--- config.mk ---
export PLATFORM = sky130hd
export DESIGN_NAME = bc_seq_top
export DESIGN_NICKNAME = d
export VERILOG_FILES = /design/src/rtl/seq_pkg.sv /design/src/rtl/seq_ptr.sv /design/src/rtl/seq_fsm.sv /design/src/rtl/bc_seq_top.sv
export SDC_FILE = /design/constraint.sdc
export NUM_CORES = 1
export LEC_CHECK = 0
export ABC_AREA = 1
export BUFFER_PORTS_ARGS = -buffer_cell sky130_fd_sc_hd__buf_4
export CORE_MARGIN = 5
export CORE_UTILIZATION = 50
export CTS_BUF_LIST = sky130_fd_sc_hd__clkbuf_8
export DETAILED_ROUTE_END_ITERATION = 10
export HOLD_SLACK_MARGIN = 0.03
export PLACE_DENSITY = 0.78
export SYNTH_ARGS = -nofsm -noshare
export SYNTH_HDL_FRONTEND = slang
export SYNTH_SLANG_ARGS = --single-unit
export TNS_END_PERCENT = 30
--- constraint.sdc ---
create_clock -name clk -period 2.47 [get_ports clk]
set_input_delay 0.247 -clock clk [delete_from_list [all_inputs] [get_ports clk]]
set_output_delay 0.247 -clock clk [all_outputs]
set_load 0.005 [all_outputs]
--- src/rtl/seq_pkg.sv ---
package seq_pkg;
    typedef enum logic [3:0] {
        S_IDLE, S_OP_RD, S_PAR_RD, S_DECODE,
        S_DESC_RD, S_DESC_CAP, S_START, S_WAIT, S_WB
    } seq_state_e;

    localparam int OPC_HALT  = 0;
    localparam int OPC_MSG   = 1;
    localparam int OPC_JUMP  = 2;

    localparam int CTL_RT2RT = 0;
    localparam int CTL_CHAN  = 1;
    localparam int CTL_RETRY = 2;

    localparam int N_DESC_IN  = 5;
    localparam int N_RESULT   = 5;
    localparam int OFF_CMD2   = 8;
    localparam int OFF_RES0   = 4;
    localparam int OFF_RTSTAT2 = 9;
endpackage

--- src/rtl/seq_ptr.sv ---
module seq_ptr #(
    parameter int AW = 16
) (
    input  logic          clk,
    input  logic          rst_n,
    input  logic          load,
    input  logic [AW-1:0] load_val,
    input  logic          jump,
    input  logic [AW-1:0] jump_val,
    input  logic          inc,
    output logic [AW-1:0] ptr
);
    localparam logic [AW-1:0] STEP = AW'(2);

    always_ff @(posedge clk or negedge rst_n) begin
        if (!rst_n)    ptr <= '0;
        else if (load) ptr <= load_val;
        else if (jump) ptr <= jump_val;
        else if (inc)  ptr <= ptr + STEP;
    end

    assert_step_two_R4: assert property (@(posedge clk) disable iff (!rst_n)
        (inc && !load && !jump) |=> (ptr == $past(ptr) + STEP));
endmodule

--- src/rtl/seq_fsm.sv ---
module seq_fsm
    import seq_pkg::*;
#(
    parameter int AW = 16,
    parameter int DW = 16
) (
    input  logic          clk,
    input  logic          rst_n,
    input  logic          host_go,
    input  logic [AW-1:0] ptr,
    input  logic [DW-1:0] mem_rdata,
    input  logic          msg_done,
    input  logic          msg_fail,
    input  logic [DW-1:0] res_in [N_RESULT],
    output logic          ptr_inc,
    output logic          ptr_jump,
    output logic [AW-1:0] jump_val,
    output logic          mem_req,
    output logic          mem_we,
    output logic [AW-1:0] mem_addr,
    output logic [DW-1:0] mem_wdata,
    output logic          msg_start,
    output logic [DW-1:0] desc_out [N_DESC_IN],
    output logic          msg_chan,
    output logic          running,
    output logic          err,
    output logic          msg_active
);
    localparam int IW = 3;

    seq_state_e    state_q, state_d;
    logic [DW-1:0] op_q, par_q;
    logic [IW-1:0] idx_q;
    logic [DW-1:0] dw_q  [N_DESC_IN];
    logic [DW-1:0] res_q [N_RESULT];
    logic          chan_q, retried_q, err_q;

    logic          rt2rt, retry_now, last_xfer, op_known;
    logic [IW-1:0] n_xfer;
    logic [3:0]    rd_off, wb_off;
    logic [AW-1:0] base;

    assign rt2rt     = dw_q[0][CTL_RT2RT];
    assign n_xfer    = rt2rt ? IW'(5) : IW'(4);
    assign last_xfer = (idx_q + IW'(1)) == n_xfer;
    assign retry_now = msg_fail && dw_q[0][CTL_RETRY] && !retried_q;
    assign rd_off    = (idx_q < IW'(4)) ? {1'b0, idx_q} : 4'(OFF_CMD2);
    assign wb_off    = (idx_q < IW'(4)) ? 4'(OFF_RES0) + {1'b0, idx_q} : 4'(OFF_RTSTAT2);
    assign base      = par_q[AW-1:0];
    assign op_known  = (op_q == DW'(OPC_HALT)) || (op_q == DW'(OPC_MSG)) ||
                       (op_q == DW'(OPC_JUMP));

    // state register
    always_ff @(posedge clk or negedge rst_n) begin
        if (!rst_n) state_q <= S_IDLE;
        else        state_q <= state_d;
    end

    // next state
    always_comb begin
        state_d = state_q;
        unique case (state_q)
            S_IDLE:     if (host_go) state_d = S_OP_RD;
            S_OP_RD:    state_d = S_PAR_RD;
            S_PAR_RD:   state_d = S_DECODE;
            S_DECODE: begin
                if (op_q == DW'(OPC_MSG))       state_d = S_DESC_RD;
                else if (op_q == DW'(OPC_JUMP)) state_d = S_OP_RD;
                else                            state_d = S_IDLE;
            end
            S_DESC_RD:  state_d = S_DESC_CAP;
            S_DESC_CAP: state_d = last_xfer ? S_START : S_DESC_RD;
            S_START:    state_d = S_WAIT;
            S_WAIT:     if (msg_done) state_d = retry_now ? S_START : S_WB;
            S_WB:       state_d = last_xfer ? S_OP_RD : S_WB;
            default:    state_d = S_IDLE;
        endcase
    end

    // datapath registers
    always_ff @(posedge clk or negedge rst_n) begin
        if (!rst_n) begin
            op_q <= '0; par_q <= '0; idx_q <= '0;
            chan_q <= 1'b0; retried_q <= 1'b0; err_q <= 1'b0;
            for (int i = 0; i < N_DESC_IN; i++) dw_q[i]  <= '0;
            for (int i = 0; i < N_RESULT; i++)  res_q[i] <= '0;
        end else begin
            unique case (state_q)
                S_IDLE:   if (host_go) err_q <= 1'b0;
                S_PAR_RD: op_q <= mem_rdata;
                S_DECODE: begin
                    par_q     <= mem_rdata;
                    idx_q     <= '0;
                    retried_q <= 1'b0;
                    if (!op_known) err_q <= 1'b1;
                end
                S_DESC_CAP: begin
                    dw_q[idx_q] <= mem_rdata;
                    idx_q       <= idx_q + IW'(1);
                    if (last_xfer) chan_q <= dw_q[0][CTL_CHAN];
                end
                S_WAIT: if (msg_done) begin
                    for (int i = 0; i < N_RESULT; i++) res_q[i] <= res_in[i];
                    if (retry_now) begin
                        retried_q <= 1'b1;
                        chan_q    <= ~chan_q;
                    end else begin
                        idx_q <= '0;
                    end
                end
                S_WB:    idx_q <= idx_q + IW'(1);
                default: ;
            endcase
        end
    end

    // outputs
    always_comb begin
        mem_req   = 1'b0;
        mem_we    = 1'b0;
        mem_addr  = '0;
        mem_wdata = '0;
        msg_start = 1'b0;
        ptr_inc   = 1'b0;
        ptr_jump  = 1'b0;
        jump_val  = mem_rdata[AW-1:0];
        unique case (state_q)
            S_OP_RD:   begin mem_req = 1'b1; mem_addr = ptr; end
            S_PAR_RD:  begin mem_req = 1'b1; mem_addr = ptr + AW'(1); end
            S_DECODE:  ptr_jump = (op_q == DW'(OPC_JUMP));
            S_DESC_RD: begin mem_req = 1'b1; mem_addr = base + AW'(rd_off); end
            S_START:   msg_start = 1'b1;
            S_WB: begin
                mem_req   = 1'b1;
                mem_we    = 1'b1;
                mem_addr  = base + AW'(wb_off);
                mem_wdata = res_q[idx_q];
                ptr_inc   = last_xfer;
            end
            default: ;
        endcase
    end

    assign desc_out   = dw_q;
    assign msg_chan   = chan_q;
    assign running    = (state_q != S_IDLE);
    assign err        = err_q;
    assign msg_active = (state_q == S_START) || (state_q == S_WAIT);

    assert_start_pulse_R3: assert property (@(posedge clk) disable iff (!rst_n)
        msg_start |=> !msg_start);

    assert_wb_window_R5: assert property (@(posedge clk) disable iff (!rst_n)
        mem_we |-> ((mem_addr - base) inside {AW'(4), AW'(5), AW'(6), AW'(7), AW'(9)}));

    assert_single_retry_R6: assert property (@(posedge clk) disable iff (!rst_n)
        (state_q == S_WAIT && msg_done && retried_q) |=> (state_q == S_WB));

    assert_err_stops_R9: assert property (@(posedge clk) disable iff (!rst_n)
        $rose(err) |-> !running);
endmodule

--- src/rtl/bc_seq_top.sv ---
module bc_seq_top
    import seq_pkg::*;
#(
    parameter int AW = 16,
    parameter int DW = 16
) (
    input  logic          clk,
    input  logic          rst_n,
    input  logic          host_ptr_we,
    input  logic [AW-1:0] host_ptr_wdata,
    input  logic          host_go,
    output logic [AW-1:0] cur_ptr,
    output logic          running,
    output logic          err,
    output logic          mem_req,
    output logic          mem_we,
    output logic [AW-1:0] mem_addr,
    output logic [DW-1:0] mem_wdata,
    input  logic [DW-1:0] mem_rdata,
    output logic          msg_start,
    output logic [DW-1:0] msg_ctrl,
    output logic [DW-1:0] msg_cmd,
    output logic [DW-1:0] msg_dptr,
    output logic [DW-1:0] msg_ttnm,
    output logic [DW-1:0] msg_cmd2,
    output logic          msg_chan,
    input  logic          msg_done,
    input  logic          msg_fail,
    input  logic [DW-1:0] msg_ttag,
    input  logic [DW-1:0] msg_bstat,
    input  logic [DW-1:0] msg_loop,
    input  logic [DW-1:0] msg_rtstat,
    input  logic [DW-1:0] msg_rtstat2
);
    logic          ptr_inc, ptr_jump, ptr_load, msg_active;
    logic [AW-1:0] jump_val;
    logic [DW-1:0] desc   [N_DESC_IN];
    logic [DW-1:0] res_in [N_RESULT];

    assign res_in[0] = msg_ttag;
    assign res_in[1] = msg_bstat;
    assign res_in[2] = msg_loop;
    assign res_in[3] = msg_rtstat;
    assign res_in[4] = msg_rtstat2;

    assign ptr_load = host_ptr_we && !running;

    seq_ptr #(.AW(AW)) u_ptr (
        .clk(clk), .rst_n(rst_n),
        .load(ptr_load), .load_val(host_ptr_wdata),
        .jump(ptr_jump), .jump_val(jump_val),
        .inc(ptr_inc), .ptr(cur_ptr)
    );

    seq_fsm #(.AW(AW), .DW(DW)) u_fsm (
        .clk(clk), .rst_n(rst_n), .host_go(host_go), .ptr(cur_ptr),
        .mem_rdata(mem_rdata), .msg_done(msg_done), .msg_fail(msg_fail),
        .res_in(res_in), .ptr_inc(ptr_inc), .ptr_jump(ptr_jump),
        .jump_val(jump_val), .mem_req(mem_req), .mem_we(mem_we),
        .mem_addr(mem_addr), .mem_wdata(mem_wdata), .msg_start(msg_start),
        .desc_out(desc), .msg_chan(msg_chan), .running(running), .err(err),
        .msg_active(msg_active)
    );

    assign msg_ctrl = desc[0];
    assign msg_cmd  = desc[1];
    assign msg_dptr = desc[2];
    assign msg_ttnm = desc[3];
    assign msg_cmd2 = desc[4];

    assert_ptr_hold_R4: assert property (@(posedge clk) disable iff (!rst_n)
        msg_active |=> $stable(cur_ptr));

    assert_host_ignored_R10: assert property (@(posedge clk) disable iff (!rst_n)
        (host_ptr_we && running && !ptr_inc && !ptr_jump) |=> $stable(cur_ptr));
endmodule

==> impl_metrics.env, run 1 <==
export IMPL_synth_warnings=0
export IMPL_seq_area_um2=5460
export IMPL_synthSimpleGateAreaFrac_pct=29.2
export IMPL_slew_headroom_pct=57.6
export IMPL_critPathLaunchType="flip-flop"
export IMPL_ys_seq_elements=218
export IMPL_violations="setup timing"
export IMPL_synth_flop_cell="dfrtp_1"
export IMPL_status="finished with violations"
export IMPL_gp_congestion=0.952
export IMPL_finalSetupTns_ps=-6220
export IMPL_synth_area_mux_share_pct=0
export IMPL_synthTopCellsByCount="604 x nand2_1, 218 x dfrtp_1, 142 x o21ai_0"
export IMPL_fin_area_um2=14700
export IMPL_ios=252
export IMPL_end_kind="primary output"
export IMPL_dpl_cell_area_um2=12800
export IMPL_vias=10900
export IMPL_wl_per_cell_um=18.0
export IMPL_reg2reg_slack_ps=50
export IMPL_grt_max_degree=82
export IMPL_synthTopCellsByArea="dfrtp_1 52%, nand2_1 22%, o21ai_0 6.8%"
export IMPL_r2r_cells=7
export IMPL_io_buffers=251
export IMPL_core_um2=20400
export IMPL_cts_sinks=218
export IMPL_peakVddDrop_v=0.000551
export IMPL_cts_root_buf="clkbuf_8"
export IMPL_core_rowCount=52
export IMPL_synth_edf_count=0
export IMPL_r2r_end="u_ptr.ptr[0]"
export IMPL_power_uw=14900
export IMPL_area_growth_pct=40.7
export IMPL_min_period_ps=3010
export IMPL_clkLatencyLatePin_ps=530
export IMPL_async_flop_share_pct=100
export IMPL_start_util_pct=51.2
export IMPL_finalCritPeriodShare_pct=122
export IMPL_yosysMostFrequentCell="nand2_1"
export IMPL_fin_ws_ps=-538
export IMPL_drc=0
export IMPL_rsz0062_at_grt="yes"
export IMPL_critPathMaxFanout=6
export IMPL_first_pass_iters=6
export IMPL_die_y_um=155
export IMPL_dieArea_um2=23900
export IMPL_finClkSkew_ps=18.4
export IMPL_die_x_um=155
export IMPL_antenna_cells=0
export IMPL_nNetsFinal=1834
export IMPL_synth_top_cell_by_area="dfrtp_1"
export IMPL_cts_tree="done"
export IMPL_setup_viol=15
export IMPL_maxCapViolCount=0
export IMPL_place_hpwl_mm=23.9
export IMPL_cp_required_ps=2220
export IMPL_synth_xor_area_share_pct=0.587
export IMPL_whs_endpoint="u_ptr.ptr[4]"
export IMPL_yosysTopAreaCellShare_pct=52.2
export IMPL_clk_pin_slew_ps=60
export IMPL_worst_pin_slew_ps=635
export IMPL_avgSynthCellArea_um2=7.82
export IMPL_ant_nets=0
export IMPL_hold_depth=4
export IMPL_drv_slew=0
export IMPL_synth_compound_area_share_pct=11.6
export IMPL_clk_path_buf_depth=3
export IMPL_syn_nets=1463
export IMPL_cts_htree_levels=2
export IMPL_antenna_found_initial=0
export IMPL_synthAdderAreaFrac_pct=1.03
export IMPL_holdWs_ps=53.8
export IMPL_hold_viol=0
export IMPL_power_density_nw_per_um2=1010
export IMPL_max_freq_ghz=0.332
export IMPL_hold_path_class="in2reg"
export IMPL_syn_cell_area_um2=10500
export IMPL_grt_pass1_wl_mm=56.5
export IMPL_p_leak_uw=0.00756
export IMPL_viasPerCell=5.42
export IMPL_min_from="host_ptr_wdata[4]"
export IMPL_nFillCells=1585
export IMPL_drt_iter0_markers=859
export IMPL_drive_gt1_share_pct=24.7
export IMPL_synth_top_family_by_area="simple AND/OR/NAND/NOR gates"
export IMPL_multi_input_area_um2=4610
export IMPL_synth_cell_types=41
export IMPL_finalWirelength_mm=36.0
export IMPL_syn_inst=1337
export IMPL_grt_pass1_vias=10800
export IMPL_worstSetupPathType="reg2out"
export IMPL_grt_ovfl_total=0
export IMPL_arrival_ps=2760
export IMPL_dp_slack_ps=-90.3
export IMPL_cts_buffers=38
export IMPL_grt_total_usage_pct=29.4
export IMPL_yosysSeqAreaShare_pct=52.2
export IMPL_r2r_start="u_fsm.state_q[3]"
cells by family (layout without fill, tap and decap cells):
| kind of cell | Yosys count | after routing |
|---|---|---|
| simple gates | 756 | 756 |
| compound gates | 214 | 214 |
| buf+inv | 134 | 532 |
| fa+ha+maj | 8 | 8 |
| flops | 218 | 218 |
| xor+xnor | 7 | 7 |
metal layers:
layer | wire (um) | vias to the layer above | share of wire [%] | GRT usage (%)
met5 | 0 | - | 0 | 0.621
met4 | 1310 | 0 | 3.6 | 11.6
met3 | 3120 | 114 | 8.6 | 7.10
met2 | 17300 | 571 | 48 | 49.1
met1 | 14300 | 5134 | 40 | 37.0
li1 | - | 5045 | - | -
cell type report:
class                           instances  area share, %
Timing Repair Buffer                  388           21.9
Clock buffer                           52           4.87
Tap cell                              270           2.30
Clock inverter                         15          0.502
Multi-Input combinational cell        985           31.4
Inverter                               77           1.97
Sequential cell                       218           37.1
per-stage QoR:
stage | instances | util [%]
2_1_floorplan | 1337 | -
3_3_place_gp | 1845 | 62.7
3_5_place_dp | 1845 | 62.7
4_1_cts | 2002 | 71.3
5_1_grt | 2005 | 72.0
6_report | 2005 | 72.0
registers in the layout, summed over array words and instances, names as in the netlist, 3 cells and up:
signal          cells
u_ptr.ptr          16
u_fsm.op_q         16
u_fsm.state_q       4
u_fsm.idx_q         3
u_fsm.base         16
u_fsm.res_q        80
u_fsm.desc_out     80
power by group:
group          internal [uW]  switching (uW)  leakage, uW  total [uW]
sequential              4900            1050      0.00250        5960
combinational           2440            3060      0.00461        5510
clock                   1880            1510     0.000444        3390
total                   9230            5630      0.00756       14900
layout by cell type, fill, tap and decap left out, drive strengths merged, types with 8 or more instances in the layout:
cell type / n
o21ai: 147
dlygate4sd3: 89
a21oi: 16
dfrtp: 218
a22oi: 18
nand2: 605
inv: 85
clkbuf: 53
a41oi: 16
nor2: 64
or2: 14
buf: 298
nand3: 53
nor3: 8
nand4: 10
critical path: stages (launching register included):
cell and delay, ps:
dfrtp_1 400, nor2_2 150, nand3_2 120, o21ai_2 140, ha_2 200, inv_2 40, fa_2 340, inv_2 60
nand3_2 70, nand2_4 130, nand3_2 90, o21bai_1 200, nand3_2 90, o21ai_2 80, buf_4 130
worst max-delay path by stage:
stage                     startpoint            to  slack, ps  cells after the start
CTS                 u_fsm.state_q[0]  mem_addr[10]       -520                     15
detailed placement  u_fsm.state_q[1]  mem_addr[10]        -90                     15
global placement    u_fsm.state_q[1]  mem_addr[10]        -50                     15
floorplan           u_fsm.state_q[0]  mem_addr[10]         20                     15
global route        u_fsm.state_q[1]  mem_addr[10]       -690                     14
finish              u_fsm.state_q[1]  mem_addr[10]       -540                     14
timing repair:
| action | in CTS | in global routing |
|---|---|---|
| endpoints found under the setup margin | 16 | 22 |
| endpoints found under the hold margin | 163 | 0 |
| setup buffers | 1 | 3 |
| hold buffers | 89 | 0 |
| pin swaps | 9 | 15 |
| cloned | 0 | 0 |
| resized for setup | 20 | 33 |
Power figures use the tool's default switching activity.
==> run 2, diff against run 1 <==
- ABC_AREA: 1 -> 0
- CTS_CLUSTER_DIAMETER: not set -> 80
- SLEW_MARGIN: not set -> 30
==> run 2 against run 1 <==
  * The run still ends with setup timing left
  * Routed wire length shrank 5.0%
  * Largest cell class unchanged
  * Maximum frequency shrank 15%
  * Worst setup slack lost 510 ps
==> impl_metrics.env, run 2 <==
export IMPL_r2r_end="u_ptr.ptr[10]"
export IMPL_grt_ovfl_total=0
export IMPL_power_switching_uw=4650
export IMPL_dp_cells=1442
export IMPL_grt_total_usage_pct=28.3
export IMPL_power_density_nw_per_um2=900
export IMPL_antenna_found_initial=0
export IMPL_nFillCells=1317
export IMPL_finalWirelength_mm=34.3
export IMPL_synthTopCellsByCount="218 x dfrtp_1, 162 x mux2_2, 133 x nand2_1"
export IMPL_final_cell_mix="302 x buf_4, 218 x dfrtp_1, 161 x mux2_2"
export IMPL_setup_viol=18
export IMPL_io_buffers=251
export IMPL_synthTopCellsByArea="dfrtp_1 53%, mux2_2 18%, nand2_1 4.9%"
export IMPL_clkLatencyLatePin_ps=550
export IMPL_ios=252
export IMPL_status="finished with violations"
export IMPL_yosysMostFrequentCell="dfrtp_1"
export IMPL_synth_edf_count=0
export IMPL_dp_slack_ps=-578
export IMPL_syn_nets=1046
export IMPL_fin_cells=1637
export IMPL_arrival_ps=3270
export IMPL_core_rowCount=52
export IMPL_dieArea_um2=23500
export IMPL_holdWs_ps=134
export IMPL_slew_headroom_pct=55.4
export IMPL_clockPowerShare_pct=24.5
export IMPL_hold_depth=4
export IMPL_violations="setup timing"
export IMPL_vias=9205
export IMPL_rsz0062_at_grt="yes"
export IMPL_finClkSkew_ps=24.0
export IMPL_cts_buffers=40
export IMPL_drc=0
export IMPL_worst_pin_slew_ps=667
export IMPL_p_leak_uw=0.00718
export IMPL_synth_cell_types=59
export IMPL_min_from="host_ptr_we"
export IMPL_die_y_um=153
export IMPL_wl_per_cell_um=20.9
export IMPL_drv_slew=0
export IMPL_drive_gt1_share_pct=42.2
export IMPL_synth_top_cell_by_area="dfrtp_1"
export IMPL_cts_root_buf="clkbuf_8"
export IMPL_hold_viol=0
export IMPL_final_common_cell="buf_4"
export IMPL_r2r_cells=8
export IMPL_cp_required_ps=2220
export IMPL_maxCapViolCount=0
export IMPL_seq_area_um2=5460
export IMPL_synth_warnings=0
export IMPL_syn_cell_area_um2=10300
export IMPL_gp_congestion=0.886
export IMPL_synth_flop_cell="dfrtp_1"
export IMPL_grt_max_degree=81
export IMPL_whs_endpoint="u_ptr.ptr[1]"
export IMPL_yosysSeqAreaShare_pct=53.2
export IMPL_cts_sinks=218
export IMPL_async_flop_share_pct=100
export IMPL_dpl_cell_area_um2=12800
export IMPL_grt_pass1_wl_mm=53.6
export IMPL_switching_share_pct=34.5
export IMPL_hold_path_class="in2reg"
export IMPL_antenna_cells=0
export IMPL_first_pass_iters=8
export IMPL_max_freq_ghz=0.284
export IMPL_worstSetupPathType="reg2out"
export IMPL_ant_nets=0
export IMPL_nNetsFinal=1465
export IMPL_fin_ws_ps=-1050
export IMPL_finalCritPeriodShare_pct=142
export IMPL_multi_input_area_um2=4730
export IMPL_end_kind="primary output"
export IMPL_min_period_ps=3520
export IMPL_peakVddDrop_v=0.000666
export IMPL_viasPerCell=5.62
export IMPL_critPathLaunchType="flip-flop"
export IMPL_clk_pin_slew_ps=60
export IMPL_clk_path_buf_depth=3
export IMPL_r2r_start="u_fsm.state_q[2]"
export IMPL_yosysTopAreaCellShare_pct=53.2
export IMPL_drt_iter0_markers=582
export IMPL_die_x_um=153
export IMPL_core_um2=20200
export IMPL_area_growth_pct=45.7
export IMPL_start_util_pct=50.7
export IMPL_cts_tree="done"
export IMPL_place_hpwl_mm=21.4
export IMPL_syn_inst=920
export IMPL_fin_util_pct=73.9
export IMPL_cts_htree_levels=2
export IMPL_grt_pass1_vias=9769
export IMPL_p_comb_share_pct=34.9
export IMPL_p_int_uw=8810
export IMPL_pwr_share_seq_pct=40.6
export IMPL_critPathMaxFanout=3
export IMPL_reg2reg_slack_ps=50
export IMPL_avgSynthCellArea_um2=11.2
export IMPL_fin_area_um2=15000
export IMPL_ys_seq_elements=218
[run 2: power groups by stage]
stage	clock [uW]	combinational (uW)	sequential, uW
2_1_floorplan	0	2350	5300
3_3_place_gp	0	4270	5380
3_5_place_dp	0	4370	5430
4_1_cts	3330	4590	5390
5_1_grt	3530	5140	5570
6_report	3290	4700	5470
[run 2: final cells by class]
| type | count | area share (%) |
|---|---|---|
| Clock inverter | 27 | 1.10 |
| Tap cell | 270 | 2.26 |
| Multi-Input combinational cell | 639 | 31.6 |
| Clock buffer | 43 | 3.96 |
| Timing Repair Buffer | 430 | 24.3 |
| Inverter | 10 | 0.251 |
| Sequential cell | 218 | 36.5 |
[run 2: metrics by stage]
stage | setup TNS [ps] | power, uW
global route | -15260 | 14200
CTS | -12940 | 13300
finish | -13150 | 13500
floorplan | -2750 | 7650
detailed placement | -5800 | 9790
global placement | -4950 | 9650
[run 2: critical path, stage by stage, from the launching register on]
cell	delay [ps]
dfrtp_1	390
or4b_4	600
inv_2	90
mux2_4	150
ha_4	130
inv_2	40
fa_2	350
buf_4	150
buf_6	100
buf_6	110
xnor2_2	120
a221o_1	370
buf_4	140
[run 2: worst max-delay path by stage]
stage                      from      endpoint  slack (ps)
4_1_cts        u_fsm.state_q[2]  mem_addr[15]       -1000
3_5_place_dp   u_fsm.state_q[1]  mem_addr[14]        -580
5_1_grt        u_fsm.state_q[2]  mem_addr[14]       -1140
6_report       u_fsm.state_q[2]   mem_addr[2]       -1050
3_3_place_gp   u_fsm.state_q[1]  mem_addr[14]        -500
2_1_floorplan  u_fsm.state_q[1]  mem_addr[14]        -350
[run 2: cell families (layout without fill, tap and decap cells)]
group	Yosys count	in the layout	share of synthesized area (%)
compound gates	160	160	9.51
xor+xnor	25	25	2.13
fa+ha+maj	8	8	1.05
buf+inv	63	510	2.45
flops	218	218	53.2
mux	179	179	19.4
simple gates	267	267	12.3
[run 2: layer usage]
metal	track usage (%)	part of all wire, %	vias up
met5	0	0	-
met4	11.8	3.5	0
met3	6.28	6.8	87
met2	48.0	51	371
met1	35.2	39	4619
li1	-	-	4128
[run 2: what timing repair did]
item | in CTS | in global routing
setup buffers | 3 | 7
setup endpoints to repair | 37 | 40
resized for setup | 27 | 20
cloned | 1 | 0
hold buffers | 115 | 0
pin swaps | 13 | 13
endpoints found under the hold margin | 255 | 0
==> run 3, diff against run 2 <==
- CORE_UTILIZATION: 50 -> 56
- PLACE_DENSITY: 0.78 -> 0.83
- clock period: 2.47 -> 3.5 ns (I/O delays scaled with it)
==> run 3 against run 2 <==
  * The run still ends with setup timing left
  * Via count is 6.1% lower
  * Worst setup slack improved by 950 ps
  * Routed wire length down 11%
  * Sequential power decreased by 28%
  * Hold slack got worse by 89 ps
  * Sequential share of layout area up 3.2 points
  * Clock power fell by 27%
  * Register-to-register slack better by 770 ps
==> impl_metrics.env, run 3 (same netlist as run 2, synthesis figures left out) <==
export IMPL_slew_headroom_pct=34.4
export IMPL_use_met2_pct=46.1
export IMPL_grt_ovfl_total=0
export IMPL_maxCapViolCount=0
export IMPL_fin_util_pct=76.3
export IMPL_drive_gt1_share_pct=43.0
export IMPL_antenna_found_initial=2
export IMPL_final_common_cell="buf_4"
export IMPL_violations="setup timing"
export IMPL_r2r_start="u_fsm.state_q[2]"
export IMPL_grt_max_degree=107
export IMPL_min_period_ps=3600
export IMPL_grt_total_usage_pct=28.3
export IMPL_core_rowCount=49
export IMPL_clkLatencyLatePin_ps=530
export IMPL_hold_viol=0
export IMPL_finalCritPeriodShare_pct=103
export IMPL_gp_congestion=0.894
export IMPL_r2r_cells=9
export IMPL_cp_required_ps=3150
export IMPL_io_buffers=251
export IMPL_fin_ws_ps=-104
export IMPL_critPathMaxFanout=3
export IMPL_grt_pass1_wl_mm=49.0
export IMPL_viasPerCell=5.84
export IMPL_cts_buffers=37
export IMPL_core_um2=18000
export IMPL_rsz0062_at_grt="yes"
export IMPL_drt_iter0_markers=621
export IMPL_worst_pin_slew_ps=984
export IMPL_grt_pass1_vias=9050
export IMPL_reg2reg_slack_ps=820
export IMPL_use_met1_pct=36.8
export IMPL_ios=252
export IMPL_peakVddDrop_v=0.000531
export IMPL_critPathLaunchType="flip-flop"
export IMPL_grt_use_met3_pct=6.20
export IMPL_p_leak_uw=0.00664
export IMPL_start_util_pct=56.9
export IMPL_end_kind="primary output"
export IMPL_dieArea_um2=21100
export IMPL_clk_path_buf_depth=3
export IMPL_worstSetupPathType="reg2out"
export IMPL_power_density_nw_per_um2=673
export IMPL_nNetsFinal=1347
export IMPL_cts_htree_levels=2
export IMPL_cp_endpoint="mem_addr[14]"
export IMPL_wl_per_cell_um=20.5
export IMPL_finalSetupTns_ps=-269
export IMPL_power_uw=9250
export IMPL_die_y_um=145
export IMPL_clk_pin_slew_ps=60
export IMPL_first_pass_iters=5
export IMPL_vias=8646
export IMPL_drv_slew=0
export IMPL_top_usage_layer="met2"
export IMPL_place_hpwl_mm=20.6
export IMPL_max_freq_ghz=0.277
export IMPL_arrival_ps=3250
export IMPL_drc=0
export IMPL_die_x_um=145
export IMPL_ant_nets=0
export IMPL_crit_start="u_fsm.state_q[2]"
export IMPL_finClkSkew_ps=17.5
export IMPL_final_cell_mix="277 x buf_4, 218 x dfrtp_1, 161 x mux2_2"
export IMPL_cts_sinks=218
export IMPL_r2r_end="u_ptr.ptr[12]"
export IMPL_cts_root_buf="clkbuf_8"
export IMPL_hold_path_class="in2reg"
export IMPL_finalWirelength_mm=30.4
export IMPL_setup_viol=4
export IMPL_cts_tree="done"
export IMPL_holdWs_ps=45.4
export IMPL_status="finished with violations"
export IMPL_area_growth_pct=33.9
-- run 3: cell types whose count changed in the layout (fill, tap and decap cells not counted), moves of 5 or more --
cell           delta
dlygate4sd3_1    -82
buf_4            -25
a21oi_1           +7
o21ai_0           +7
a21oi_2           -6
inv_1             -6
o21ai_1           -6
buf_6             -5
-- run 3: worst min-delay path by stage --
| stage | startpoint | endpoint | slack (ps) | depth (start not counted) |
|---|---|---|---|---|
| after floorplan | rst_n | u_fsm.base[0] | 50 | 0 |
| after global placement | u_fsm.retried_q | u_fsm.retried_q | 460 | 2 |
| after detailed placement | u_fsm.op_q[5] | u_fsm.op_q[5] | 460 | 2 |
| after CTS | msg_rtstat2[10] | u_fsm.res_q[10] | 30 | 2 |
| after global routing | msg_ttag[0] | u_fsm.res_q[64] | 30 | 2 |
| final | host_ptr_wdata[10] | u_ptr.ptr[10] | 50 | 3 |
-- run 3: power by group --
group / switching [uW] / internal, uW
clock: 1070 / 1330
sequential: 651 / 3280
combinational: 1380 / 1540
total: 3100 / 6150
-- run 3: metrics by stage --
stage	cell area, um2	std cells	setup slack (ps)
after detailed placement	12400	1367	224
after global placement	12400	1367	261
after floorplan	10300	920	73.4
final	13700	1480	-104
after CTS	13700	1476	-108
after global routing	13700	1480	-161
-- run 3: layout make-up --
class / count / area [um2]
flip-flops and latches: 218 / 5460
fillers: 1184 / 4280
clock buffers: 45 / 619
diodes: 1 / 2.50
inverters: 10 / 40.0
multi-input cells: 639 / 4660
repair buffers: 315 / 2520
clock inverters: 23 / 161
well taps: 229 / 287
-- run 3: per-layer routing --
| layer | up-vias | part of all wire (%) |
|---|---|---|
| li1 | 3884 | - |
| met1 | 4252 | 39 |
| met2 | 412 | 48 |
| met3 | 98 | 7.9 |
| met4 | 0 | 4.4 |
| met5 | - | 0 |
-- run 3: critical path, stage by stage, from the launching register on --
cell and delay, ps:
dfrtp_1 380, or4b_4 600, inv_4 90, mux2_4 160
ha_4 130, inv_2 30, fa_2 340, nor2b_2 140
o21ai_2 90, a21o_1 210, nor2_2 100, xnor2_1 140
o221ai_1 150, buf_4 170
-- run 3: timing repair --
| action | in CTS | in global routing |
|---|---|---|
| hold buffers | 33 | 0 |
| gates cloned | 1 | 0 |
| buffers inserted | 7 | 3 |
| pin swaps | 11 | 11 |
| endpoints found under the setup margin | 11 | 12 |
| gates resized for setup | 20 | 7 |
| endpoints found under the hold margin | 136 | 0 |
